--- src/rtl/mrf_pkg.sv ---
package mrf_pkg;

  typedef struct packed {
    logic [2:0] cid;
    logic       lock;
    logic       wr;
    logic       rd;
    logic       priv;
    logic       sec;
    logic       en;
  } sub_cfg_t;

  function automatic sub_cfg_t word_to_sub(input logic [31:0] w);
    sub_cfg_t s;
    s.en   = w[0];
    s.sec  = w[1];
    s.priv = w[2];
    s.rd   = w[3];
    s.wr   = w[4];
    s.lock = w[5];
    s.cid  = w[10:8];
    return s;
  endfunction

  function automatic logic [31:0] sub_to_word(input sub_cfg_t s);
    return {21'b0, s.cid, 2'b0, s.lock, s.wr, s.rd, s.priv, s.sec, s.en};
  endfunction

  // Base region rule: secure gate, direction whitelist, privilege whitelist.
  function automatic logic base_permit(input logic sec, input logic [7:0] pwl,
                                       input logic [7:0] rwl, input logic [7:0] wwl,
                                       input logic [2:0] cid, input logic asec,
                                       input logic apriv, input logic awr);
    logic dir_ok;
    dir_ok = awr ? wwl[cid] : rwl[cid];
    return (!sec || asec) && dir_ok && (!pwl[cid] || apriv);
  endfunction

  // Subregion rule: single compartment, own attributes, own direction enables.
  function automatic logic sub_permit(input sub_cfg_t s, input logic [2:0] cid,
                                      input logic asec, input logic apriv,
                                      input logic awr);
    logic dir_ok;
    dir_ok = awr ? s.wr : s.rd;
    return (s.cid == cid) && (!s.sec || asec) && (!s.priv || apriv) && dir_ok;
  endfunction

endpackage

--- src/rtl/mrf_region.sv ---
module mrf_region
  import mrf_pkg::*;
#(
  parameter int ADDR_W    = 32,
  parameter int GRAN_BITS = 4
) (
  input  logic              clk,
  input  logic              rst_n,
  input  logic              wr_en,
  input  logic [3:0]        wr_reg,
  input  logic [31:0]       wr_data,
  input  logic [3:0]        rd_reg,
  output logic [31:0]       rd_data,
  input  logic [ADDR_W-1:0] acc_addr,
  input  logic [2:0]        acc_cid,
  input  logic              acc_sec,
  input  logic              acc_priv,
  input  logic              acc_write,
  output logic              hit,
  output logic              permit
);
  localparam int N_SUB = 2;
  localparam logic [ADDR_W-1:0] GMASK = ADDR_W'((64'd1 << GRAN_BITS) - 64'd1);

  logic              en, sec;
  logic [7:0]        pwl, rwl, wwl;
  logic [ADDR_W-1:0] lo, hi;
  sub_cfg_t          sub [N_SUB];
  logic [ADDR_W-1:0] slo [N_SUB];
  logic [ADDR_W-1:0] shi [N_SUB];
  logic [N_SUB-1:0]  sub_in;
  logic [ADDR_W-1:0] wa;

  function automatic logic [ADDR_W-1:0] align_start(input logic [ADDR_W-1:0] a);
    return a & ~GMASK;
  endfunction

  function automatic logic [ADDR_W-1:0] align_end(input logic [ADDR_W-1:0] a);
    return a | GMASK;
  endfunction

  assign wa = wr_data[ADDR_W-1:0];

  always_ff @(posedge clk) begin
    if (!rst_n) begin
      en  <= 1'b0;
      sec <= 1'b0;
      pwl <= '0;
      rwl <= '0;
      wwl <= '0;
      lo  <= '0;
      hi  <= '0;
    end else if (wr_en) begin
      case (wr_reg)
        4'd0: begin
          en <= wr_data[0];
          if (wr_data[0]) begin
            sec <= wr_data[1];
            pwl <= wr_data[15:8];
          end
        end
        4'd1: if (!en) lo <= align_start(wa);
        4'd2: if (!en) hi <= align_end(wa);
        4'd3: begin
          rwl <= wr_data[7:0];
          wwl <= wr_data[15:8];
        end
        default: ;
      endcase
    end
  end

  always_ff @(posedge clk) begin
    if (!rst_n) begin
      for (int k = 0; k < N_SUB; k++) begin
        sub[k] <= '0;
        slo[k] <= '0;
        shi[k] <= '0;
      end
    end else begin
      for (int k = 0; k < N_SUB; k++) begin
        if (wr_en && !sub[k].lock) begin
          if (wr_reg == 4'(4 + 3 * k)) sub[k] <= word_to_sub(wr_data);
          if (wr_reg == 4'(5 + 3 * k) && !sub[k].en) slo[k] <= align_start(wa);
          if (wr_reg == 4'(6 + 3 * k) && !sub[k].en) shi[k] <= align_end(wa);
        end
      end
    end
  end

  for (genvar g = 0; g < N_SUB; g++) begin : g_sub_match
    assign sub_in[g] = sub[g].en && (acc_addr >= slo[g]) && (acc_addr <= shi[g]);
  end

  assign hit = en && (acc_addr >= lo) && (acc_addr <= hi);

  always_comb begin
    permit = base_permit(sec, pwl, rwl, wwl, acc_cid, acc_sec, acc_priv, acc_write);
    for (int k = N_SUB - 1; k >= 0; k--) begin
      if (sub_in[k]) permit = sub_permit(sub[k], acc_cid, acc_sec, acc_priv, acc_write);
    end
  end

  always_comb begin
    case (rd_reg)
      4'd0:    rd_data = {16'b0, pwl, 6'b0, sec, en};
      4'd1:    rd_data = 32'(lo);
      4'd2:    rd_data = 32'(hi);
      4'd3:    rd_data = {16'b0, wwl, rwl};
      4'd4:    rd_data = sub_to_word(sub[0]);
      4'd5:    rd_data = 32'(slo[0]);
      4'd6:    rd_data = 32'(shi[0]);
      4'd7:    rd_data = sub_to_word(sub[1]);
      4'd8:    rd_data = 32'(slo[1]);
      4'd9:    rd_data = 32'(shi[1]);
      default: rd_data = '0;
    endcase
  end

endmodule

--- src/rtl/mrf_syndrome.sv ---
module mrf_syndrome #(
  parameter int ADDR_W = 32
) (
  input  logic              clk,
  input  logic              rst_n,
  input  logic              data_ev,
  input  logic [5:0]        data_info,
  input  logic [ADDR_W-1:0] data_addr,
  input  logic              cfg_ev,
  input  logic [5:0]        cfg_info,
  input  logic [1:0]        clr_bits,
  output logic              data_err,
  output logic              cfg_err,
  output logic [5:0]        syn_info,
  output logic [ADDR_W-1:0] syn_addr,
  output logic              irq
);
  logic capture;

  assign capture = (data_ev || cfg_ev) && !data_err && !cfg_err;

  always_ff @(posedge clk) begin
    if (!rst_n) begin
      data_err <= 1'b0;
      cfg_err  <= 1'b0;
      syn_info <= '0;
      syn_addr <= '0;
      irq      <= 1'b0;
    end else begin
      data_err <= (data_err && !clr_bits[0]) || (capture && data_ev);
      cfg_err  <= (cfg_err && !clr_bits[1]) || (capture && !data_ev);
      irq      <= capture;
      if (capture) begin
        syn_info <= data_ev ? data_info : cfg_info;
        syn_addr <= data_ev ? data_addr : '0;
      end
    end
  end

endmodule

--- src/rtl/mrf_filter.sv ---
module mrf_filter
  import mrf_pkg::*;
#(
  parameter int NUM_REGIONS = 4,
  parameter int ADDR_W      = 32,
  parameter int GRAN_BITS   = 4
) (
  input  logic              clk,
  input  logic              rst_n,
  input  logic              cfg_req,
  input  logic              cfg_we,
  input  logic [7:0]        cfg_addr,
  input  logic [31:0]       cfg_wdata,
  input  logic [2:0]        cfg_cid,
  input  logic              cfg_sec,
  input  logic              cfg_priv,
  output logic [31:0]       cfg_rdata,
  input  logic              acc_valid,
  input  logic [ADDR_W-1:0] acc_addr,
  input  logic [2:0]        acc_cid,
  input  logic              acc_sec,
  input  logic              acc_priv,
  input  logic              acc_write,
  output logic              acc_allow,
  output logic              irq
);
  localparam logic [3:0] GLOBAL_IDX = 4'hF;
  localparam logic [3:0] G_LOCK     = 4'd0;
  localparam logic [3:0] G_STATUS   = 4'd1;
  localparam logic [3:0] G_CLEAR    = 4'd2;
  localparam logic [3:0] G_INFO     = 4'd3;
  localparam logic [3:0] G_ADDR     = 4'd4;

  logic [3:0]             slice;
  logic [3:0]             reg_sel;
  logic                   cfg_legal, cfg_bad, wr_ok, glock;
  logic [NUM_REGIONS-1:0] reg_we, hit, permit;
  logic [31:0]            reg_rd [NUM_REGIONS];
  logic                   any_hit, sel_permit;
  logic [1:0]             clr_bits;
  logic                   data_err, cfg_err;
  logic [5:0]             syn_info;
  logic [ADDR_W-1:0]      syn_addr;
  logic                   data_ev;

  assign slice     = cfg_addr[7:4];
  assign reg_sel   = cfg_addr[3:0];
  assign cfg_legal = cfg_sec && cfg_priv;
  assign cfg_bad   = cfg_req && !cfg_legal;
  assign wr_ok     = cfg_req && cfg_we && cfg_legal;

  always_ff @(posedge clk) begin
    if (!rst_n) glock <= 1'b0;
    else if (wr_ok && slice == GLOBAL_IDX && reg_sel == G_LOCK && cfg_wdata[0]) glock <= 1'b1;
  end

  assign clr_bits = (wr_ok && slice == GLOBAL_IDX && reg_sel == G_CLEAR) ? cfg_wdata[1:0] : 2'b00;

  for (genvar g = 0; g < NUM_REGIONS; g++) begin : g_region
    assign reg_we[g] = wr_ok && !glock && (slice == 4'(g));
    mrf_region #(.ADDR_W(ADDR_W), .GRAN_BITS(GRAN_BITS)) u_region (
      .clk(clk), .rst_n(rst_n),
      .wr_en(reg_we[g]), .wr_reg(reg_sel), .wr_data(cfg_wdata),
      .rd_reg(reg_sel), .rd_data(reg_rd[g]),
      .acc_addr(acc_addr), .acc_cid(acc_cid), .acc_sec(acc_sec),
      .acc_priv(acc_priv), .acc_write(acc_write),
      .hit(hit[g]), .permit(permit[g])
    );
  end

  // Lowest matching index decides.
  always_comb begin
    any_hit    = 1'b0;
    sel_permit = 1'b0;
    for (int r = NUM_REGIONS - 1; r >= 0; r--) begin
      if (hit[r]) begin
        any_hit    = 1'b1;
        sel_permit = permit[r];
      end
    end
  end

  assign acc_allow = acc_valid && any_hit && sel_permit;
  assign data_ev   = acc_valid && !acc_allow;

  mrf_syndrome #(.ADDR_W(ADDR_W)) u_syndrome (
    .clk(clk), .rst_n(rst_n),
    .data_ev(data_ev),
    .data_info({acc_write, acc_priv, acc_sec, acc_cid}),
    .data_addr(acc_addr),
    .cfg_ev(cfg_bad),
    .cfg_info({cfg_we, cfg_priv, cfg_sec, cfg_cid}),
    .clr_bits(clr_bits),
    .data_err(data_err), .cfg_err(cfg_err),
    .syn_info(syn_info), .syn_addr(syn_addr), .irq(irq)
  );

  always_comb begin
    cfg_rdata = '0;
    if (cfg_req && cfg_legal) begin
      if (slice == GLOBAL_IDX) begin
        case (reg_sel)
          G_LOCK:   cfg_rdata = {31'b0, glock};
          G_STATUS: cfg_rdata = {30'b0, cfg_err, data_err};
          G_INFO:   cfg_rdata = {26'b0, syn_info};
          G_ADDR:   cfg_rdata = 32'(syn_addr);
          default:  cfg_rdata = '0;
        endcase
      end else begin
        for (int r = 0; r < NUM_REGIONS; r++) begin
          if (slice == 4'(r)) cfg_rdata = reg_rd[r];
        end
      end
    end
  end

endmodule

--- config.mk ---
export PLATFORM = sky130hd
export DESIGN_NAME = mrf_filter
export DESIGN_NICKNAME = d
export VERILOG_FILES = /design/src/rtl/mrf_pkg.sv /design/src/rtl/mrf_region.sv /design/src/rtl/mrf_syndrome.sv /design/src/rtl/mrf_filter.sv
export SDC_FILE = /design/constraint.sdc
export NUM_CORES = 2
export LEC_CHECK = 0
export BUFFER_PORTS_ARGS = -buffer_cell sky130_fd_sc_hd__clkbuf_2
export CAP_MARGIN = 10
export CORE_MARGIN = 2
export CORE_UTILIZATION = 40
export CTS_CLUSTER_DIAMETER = 120
export CTS_CLUSTER_SIZE = 20
export DETAILED_ROUTE_END_ITERATION = 6
export PLACE_DENSITY_LB_ADDON = 0.3
export REMOVE_ABC_BUFFERS = 1
export SETUP_SLACK_MARGIN = 0.2
export SKIP_CTS_REPAIR_TIMING = 1
export SLEW_MARGIN = 25
export SYNTH_ARGS = -nofsm -noshare
export SYNTH_HDL_FRONTEND = slang
export SYNTH_SLANG_ARGS = --single-unit
--- constraint.sdc ---
create_clock -name clk -period 7.7 [get_ports clk]
set_input_delay 0.77 -clock clk [delete_from_list [all_inputs] [get_ports clk]]
set_output_delay 0.77 -clock clk [all_outputs]
set_load 0.02 [all_outputs]
# Word level (Yosys, flattened, before mapping)
# Memory sizes are Yosys's and may differ from the RTL's.
# Cells that the tools add are included.
# Widths: inputs -> output; s select.
[totals] reg_bits=386 ram_bits=552 in_bits=88 output_inout_bits=34 n_memories=12
[mem_list] memory="g_region[0].u_region.shi" depth=2 width=32 read_ports=2 rd_ports_with_merged_regs=0 wr=2 line_no="mrf_region.sv:30" rtl="logic [ADDR_W-1:0] shi [N_SUB];"
[mem_list] memory="g_region[1].u_region.shi" depth=2 width=32 read_ports=2 rd_ports_with_merged_regs=0 wr=2 line_no="mrf_region.sv:30"
[mem_list] memory="g_region[2].u_region.shi" depth=2 width=32 read_ports=2 rd_ports_with_merged_regs=0 wr=2 line_no="mrf_region.sv:30"
[mem_list] memory="g_region[3].u_region.shi" depth=2 width=32 read_ports=2 rd_ports_with_merged_regs=0 wr=2 line_no="mrf_region.sv:30"
[mem_list] memory="g_region[0].u_region.slo" depth=2 width=28 read_ports=2 rd_ports_with_merged_regs=0 wr=2 line_no="mrf_region.sv:29" rtl="logic [ADDR_W-1:0] slo [N_SUB];"
[mem_list] memory="g_region[1].u_region.slo" depth=2 width=28 read_ports=2 rd_ports_with_merged_regs=0 wr=2 line_no="mrf_region.sv:29"
[mem_list] memory="+6 memories"
[op_classes] magnitude_cmp=25 n_eq_ne=21 muxes=181 bitwise_logic=28 reduce_logical=200
[ops] operator="$pmux 32 s10" count=4
[ops] operator="$mux 32" count=15
[ops] operator="$ge 32x32->1" count=12
[ops] operator="$le 32x32->1" count=12
[ops] operator="$mux 28" count=8
[ops] operator="$mux 1" count=131
[ops] operator="$pmux 32 s4" count=1
[ops] operator="$logic_and 1x1->1" count=103
[ops] operator="$mux 9" count=8
[ops] operator="$logic_not 1->1" count=48
[ops] operator="$bmux 1 s3" count=12
[ops] operator="$reduce_and 3->1" count=12
[ops] operator="$logic_or 1x1->1" count=27
[ops] operator="$eq 3x3->1" count=8
[ops] operator="$or 1x1->1" count=24
[ops] operator="$eq 4x2->1 const B" count=4
[ops] operator="$eq 4x3->1 const B" count=4
[ops] operator="$reduce_and 2->1" count=8
[ops] operator="$eq 4x4->1 const B" count=3
[ops] operator="$eq 4x1->1 const B" count=2
[ops] operator="$logic_not 4->1" count=2
[ops] operator="$mux 6" count=1
[ops] operator="$lt 3x4->1 const B" count=1
[ops] operator="$not 1->1" count=4
[ops] operator="$mux 2" count=1

# Depth between registers and ports, before layout
# An unclocked memory read counts as a cell.
[logic_depth] ltp_word=20 mapped_depth=17

# By module
# From an unflattened synthesis, not the netlist that was laid out.
[unflattened] hier_cells=5998 hier_area_um2=57382.5
[modules_own_cells] mod="mrf_region (g_region[0].u_region ...)" instances=3 cells_each=1407 area_per_inst_um2=13528.0
[modules_own_cells] mod="mrf_region (g_region[3].u_region)" instances=1 cells_each=1409 area_per_inst_um2=13529.2
[modules_own_cells] mod="mrf_syndrome" instances=1 cells_each=183 area_per_inst_um2=1676.6
[modules_own_cells] mod="mrf_filter" instances=1 cells_each=185 area_per_inst_um2=1592.8

# Worst setup path after synthesis
# OpenSTA, ideal clock, no wires.
[synth_timing] path_type="input -> register" startpoint="input cfg_addr[5]" endpoint="memory g_region[1].u_region.shi[0][10] (enable)" setup_time_ps=455 arrival_time_ps=4450 setup_slack_ps=2794 stages=6 path_cell_list="clkbuf_1 > nor3_1 > and2_0 > nand2_1 > or4_1 > o21ai_0"
[synth_lines] item="start, declared" line_no="mrf_filter.sv:12" rtl="input logic [7:0] cfg_addr,"
[synth_lines] item="end, declared" line_no="mrf_region.sv:30"

# Final worst setup path
[layout_timing] startpoint="input acc_addr[13]" endpoint="output acc_allow"
[layout_via] elab_chain_len=10 word_cells_on_any_way=66
[layout_lines] item="start, declared" line_no="mrf_filter.sv:19" rtl="input logic [ADDR_W-1:0] acc_addr,"
[layout_lines] item="$ge 32x32->1" line_no="mrf_region.sv:92" rtl="assign sub_in[g] = sub[g].en && (acc_addr >= slo[g]) && (acc_addr <= shi[g]);"
[layout_lines] item="$logic_and 1x1->1 (2 in series)" line_no="mrf_region.sv:92"
[layout_lines] item="$mux 1 (2 in series)" line_no="mrf_region.sv:100" rtl="if (sub_in[k]) permit = sub_permit(sub[k], acc_cid, acc_sec, acc_priv, acc_write);"
[layout_lines] item="$mux 1 (4 in series)" line_no="mrf_filter.sv:76" rtl="if (hit[r]) begin"
[layout_lines] item="$logic_and 1x1->1 *" line_no="mrf_filter.sv:83" rtl="assign acc_allow = acc_valid && any_hit && sel_permit;"
[layout_lines] item="end, declared" line_no="mrf_filter.sv:24" rtl="output logic acc_allow,"
# Mark *: on every way between the ends. The rest lies on a longest branch, timed or not.

==> impl_metrics.py <==
metrics = {
    "run_status": {
        "status": "finished with violations",
        "violations": "design-rule violations",
    },
    "final_layout": {
        "synthToLayoutAreaGrowth_pct": 8.31,
        "nFillCells": 13400,
        "fin_nets": 6920,
        "layout.cells.non_filler": 7947,
        "final_core_util_pct": 43.8,
        "postLayoutCellArea_um2": 60300,
        "drive_gt1_share_pct": 6.27,
    },
    "global_route": {
        "grt_pass1_vias": 47500,
        "grtUsageTotal_pct": 30.9,
        "grtUsageMet3_pct": 5.60,
        "met2_usage_pct": 47.4,
        "gr-total-overflow": 0,
        "grt_pass1_wl_um": 324000,
        "use_met1_pct": 41.5,
        "grt.busiest_layer": "met2",
        "grt_max_degree": 122,
        "antenna_found_initial": 9,
    },
    "power": {
        "switchingPower_mw": 2.82,
        "total_power_mw": 9.77,
        "ir_drop_mv": 0.172,
        "sw_frac_of_total_pct": 28.9,
        "clockPowerShare_pct": 31.4,
        "power_frac_seq_pct": 53.9,
        "leakage_nw": 22.6,
        "power_density_nw_per_um2": 162,
        "pwr-share-comb_pct": 14.7,
        "p_int_mw": 6.95,
    },
    "synth": {
        "synth_edf_count": 528,
        "synth.area.top_cells": "edfxtp_1 (28%), ha_1 (16%), dfxtp_1 (13%)",
        "synth.ff_latch_count": 902,
        "synthFlopType": "edfxtp_1",
        "synth_cells": 6118,
        "yosys.area.top_type": "edfxtp_1",
        "yosys_warnings": 0,
        "synth-seq-area-share_pct": 41.9,
        "syn-cell-area_um2": 55700,
        "yosysUniqueCellTypes": 76,
        "async_flop_share_pct": 0,
        "syn_avg_cell_area_um2": 9.10,
        "yosysTopAreaCellShare_pct": 28.5,
    },
    "die": {
        "num_io_pins": 122,
        "fp.dieArea_um2": 142000,
        "core_um2": 138000,
        "num_rows": 136,
        "initial_utilization_pct": 40.4,
        "die_w_um": 377,
        "die_h_um": 377,
    },
    "critical_path": {
        "path_class": "primary input to output port",
        "crit_fanout": 20,
        "start_kind": "primary input",
        "endpoint_kind": "output port",
        "arrival_ns": 5.56,
        "critPathRequiredTime_ns": 6.93,
        "rrSetupSlack_ns": 2.29,
    },
    "sta": {
        "finalHoldViolCount": 0,
        "holdWs_ns": 0.349,
        "max_freq_mhz": 158,
        "period_minus_slack_ns": 6.33,
        "finalCritPeriodShare_pct": 82.2,
        "worst_slew_pin_slew_ns": 1.22,
        "rsz0062_at_grt": "false",
        "fin_worst_skew_ns": 0.0262,
        "maxSlewViolCount": 0,
        "layout_setup_ws_ns": 1.37,
        "setup-violations-final": 0,
        "tns_ns": 0,
        "timing.slew.headroom_pct": 18.4,
    },
    "flow_run": {
        "cap_violations": 0,
    },
    "route": {
        "vias": 49900,
        "first_pass_iters": 7,
        "drc_errors": 9,
        "drt-total-wl_um": 226000,
        "ant_nets": 0,
        "first_iter_violations": 6948,
        "viasPerCell": 6.28,
        "routedWlPerCell_um": 28.4,
    },
    "clock_tree": {
        "insertion_delay_ns": 0.71,
        "cts_tree": "done",
        "clk_pin_slew_ns": 0.09,
        "cts_buffers": 51,
        "cts_buffer_depth": 3,
        "clock-sinks": 902,
        "clock-root-buffer": "clkbuf_16",
        "h-tree-depth": 2,
    },
    "placed_design": {
        "post-place-ws_ns": 1.44,
        "gp_congestion": 0.979,
        "dp_hpwl_um": 161000,
        "placed_cell_area_um2": 58800,
        "io_buffers": 121,
        "placed_cells": 7853,
    },
    "min_path": {
        "hold_class": "primary input to register",
    },
}
## final timing paths
kind                                                     to  depth (start not counted)                             from
worst min-delay path                 u_syndrome.syn_info[1]                          3                       cfg_cid[1]
worst max register to register       u_syndrome.syn_info[3]                         14  g_region[3].u_region.slo[0][10]
worst min register to register  g_region[0].u_region.hi[30]                          2      g_region[0].u_region.hi[30]
worst max-delay path                              acc_allow                         14                     acc_addr[13]
## registers in the layout, summed over array words and instances (netlist names)
name,flops
glock,1
g_region.u_region.en,4
u_syndrome.syn_addr,32
u_syndrome.cfg_err,1
u_syndrome.syn_info,6
g_region.u_region.sub,72
g_region.u_region.pwl,32
g_region.u_region.sec,4
g_region.u_region.rwl,32
u_syndrome.data_err,1
g_region.u_region.wwl,32
u_syndrome.irq,1
g_region.u_region.lo,112
g_region.u_region.slo,224
g_region.u_region.hi,116
g_region.u_region.shi,232
## area by class of cell
class / instances / area (µm²) / share of cell area [%]
Antenna cell: 1 / 2.50 / 0.00415
Clock buffer: 91 / 1480 / 2.45
Clock inverter: 2 / 20.0 / 0.0332
Inverter: 720 / 2710 / 4.49
Multi-Input combinational cell: 4183 / 28800 / 47.7
Sequential cell: 902 / 23300 / 38.7
Tap cell: 1794 / 2240 / 3.72
Timing Repair Buffer: 254 / 1740 / 2.89
## cell usage in the layout, fill, tap and decap left out, drive strengths merged, types with 21 or more instances in the layout
| cell type | instances |
|---|---|
| a211oi | 46 |
| nor4 | 22 |
| dfxtp | 374 |
| nand4 | 130 |
| a21oi | 681 |
| nand3 | 200 |
| a222oi | 88 |
| nor3 | 45 |
| ha | 720 |
| nand2 | 853 |
| nor2 | 210 |
| a31oi | 40 |
| and2 | 62 |
| clkbuf | 211 |
| a221oi | 70 |
| buf | 134 |
| mux2i | 42 |
| inv | 717 |
| a22oi | 111 |
| edfxtp | 528 |
| o31ai | 29 |
| a21o | 100 |
| and4 | 21 |
| o21ai | 171 |
| o211ai | 28 |
| nor2b | 166 |
| o22ai | 96 |
## worst max-delay path: stages
cell      delay [ns]
clkbuf_2        0.54
buf_4           0.28
ha_1            0.25
a21oi_1         0.17
o21ai_0         0.28
a211oi_1        0.57
o21ai_0         0.33
a22oi_1         0.51
a21o_1          0.31
a41oi_1         0.18
a211oi_1        0.58
o311ai_4        0.30
a21boi_0        0.25
clkbuf_2        0.20
## cell usage after synthesis, types with 130 or more instances
cell type,number
nand2_1,852
nand3_1,200
nand4_1,130
dfxtp_1,374
ha_1,720
nor2_1,210
nor2b_1,166
edfxtp_1,528
a21oi_1,681
clkbuf_1,278
o21ai_0,167
inv_1,714
## metal layers
layer	vias up	wire length (µm)	part of all wire, %
li1	22100	-	-
met1	24100	90100	40
met2	3125	98000	43
met3	584	24000	11
met4	4	13600	6.0
met5	-	32	0.014
## cells by family (layout without fill, tap and decap cells)
kind of cell             Yosys count  in the layout  share of synthesized area, %
buffers and inverters           1033           1067                          7.00
multiplexers                      57             57                          1.27
AO/OA/AOI/OAI                   1615           1615                          18.6
AND/OR/NAND/NOR                 1767           1767                          14.7
flip-flops                       902            902                          41.9
other                              0              1                             0
adder cells (fa/ha/maj)          720            720                          16.2
XOR/XNOR                          24             24                         0.377
## power groups by stage
| stage | Sequential (mW) | Combinational [mW] | Clock, mW |
|---|---|---|---|
| 4_1_cts | 5.26 | 1.39 | 3.08 |
| 3_3_place_gp | 5.37 | 1.35 | 0 |
| 3_5_place_dp | 5.38 | 1.39 | 0 |
| 6_report | 5.27 | 1.44 | 3.07 |
| 2_1_floorplan | 5.35 | 0.730 | 0 |
| 5_1_grt | 5.28 | 1.54 | 3.24 |
(Power assumes the default switching activity.)
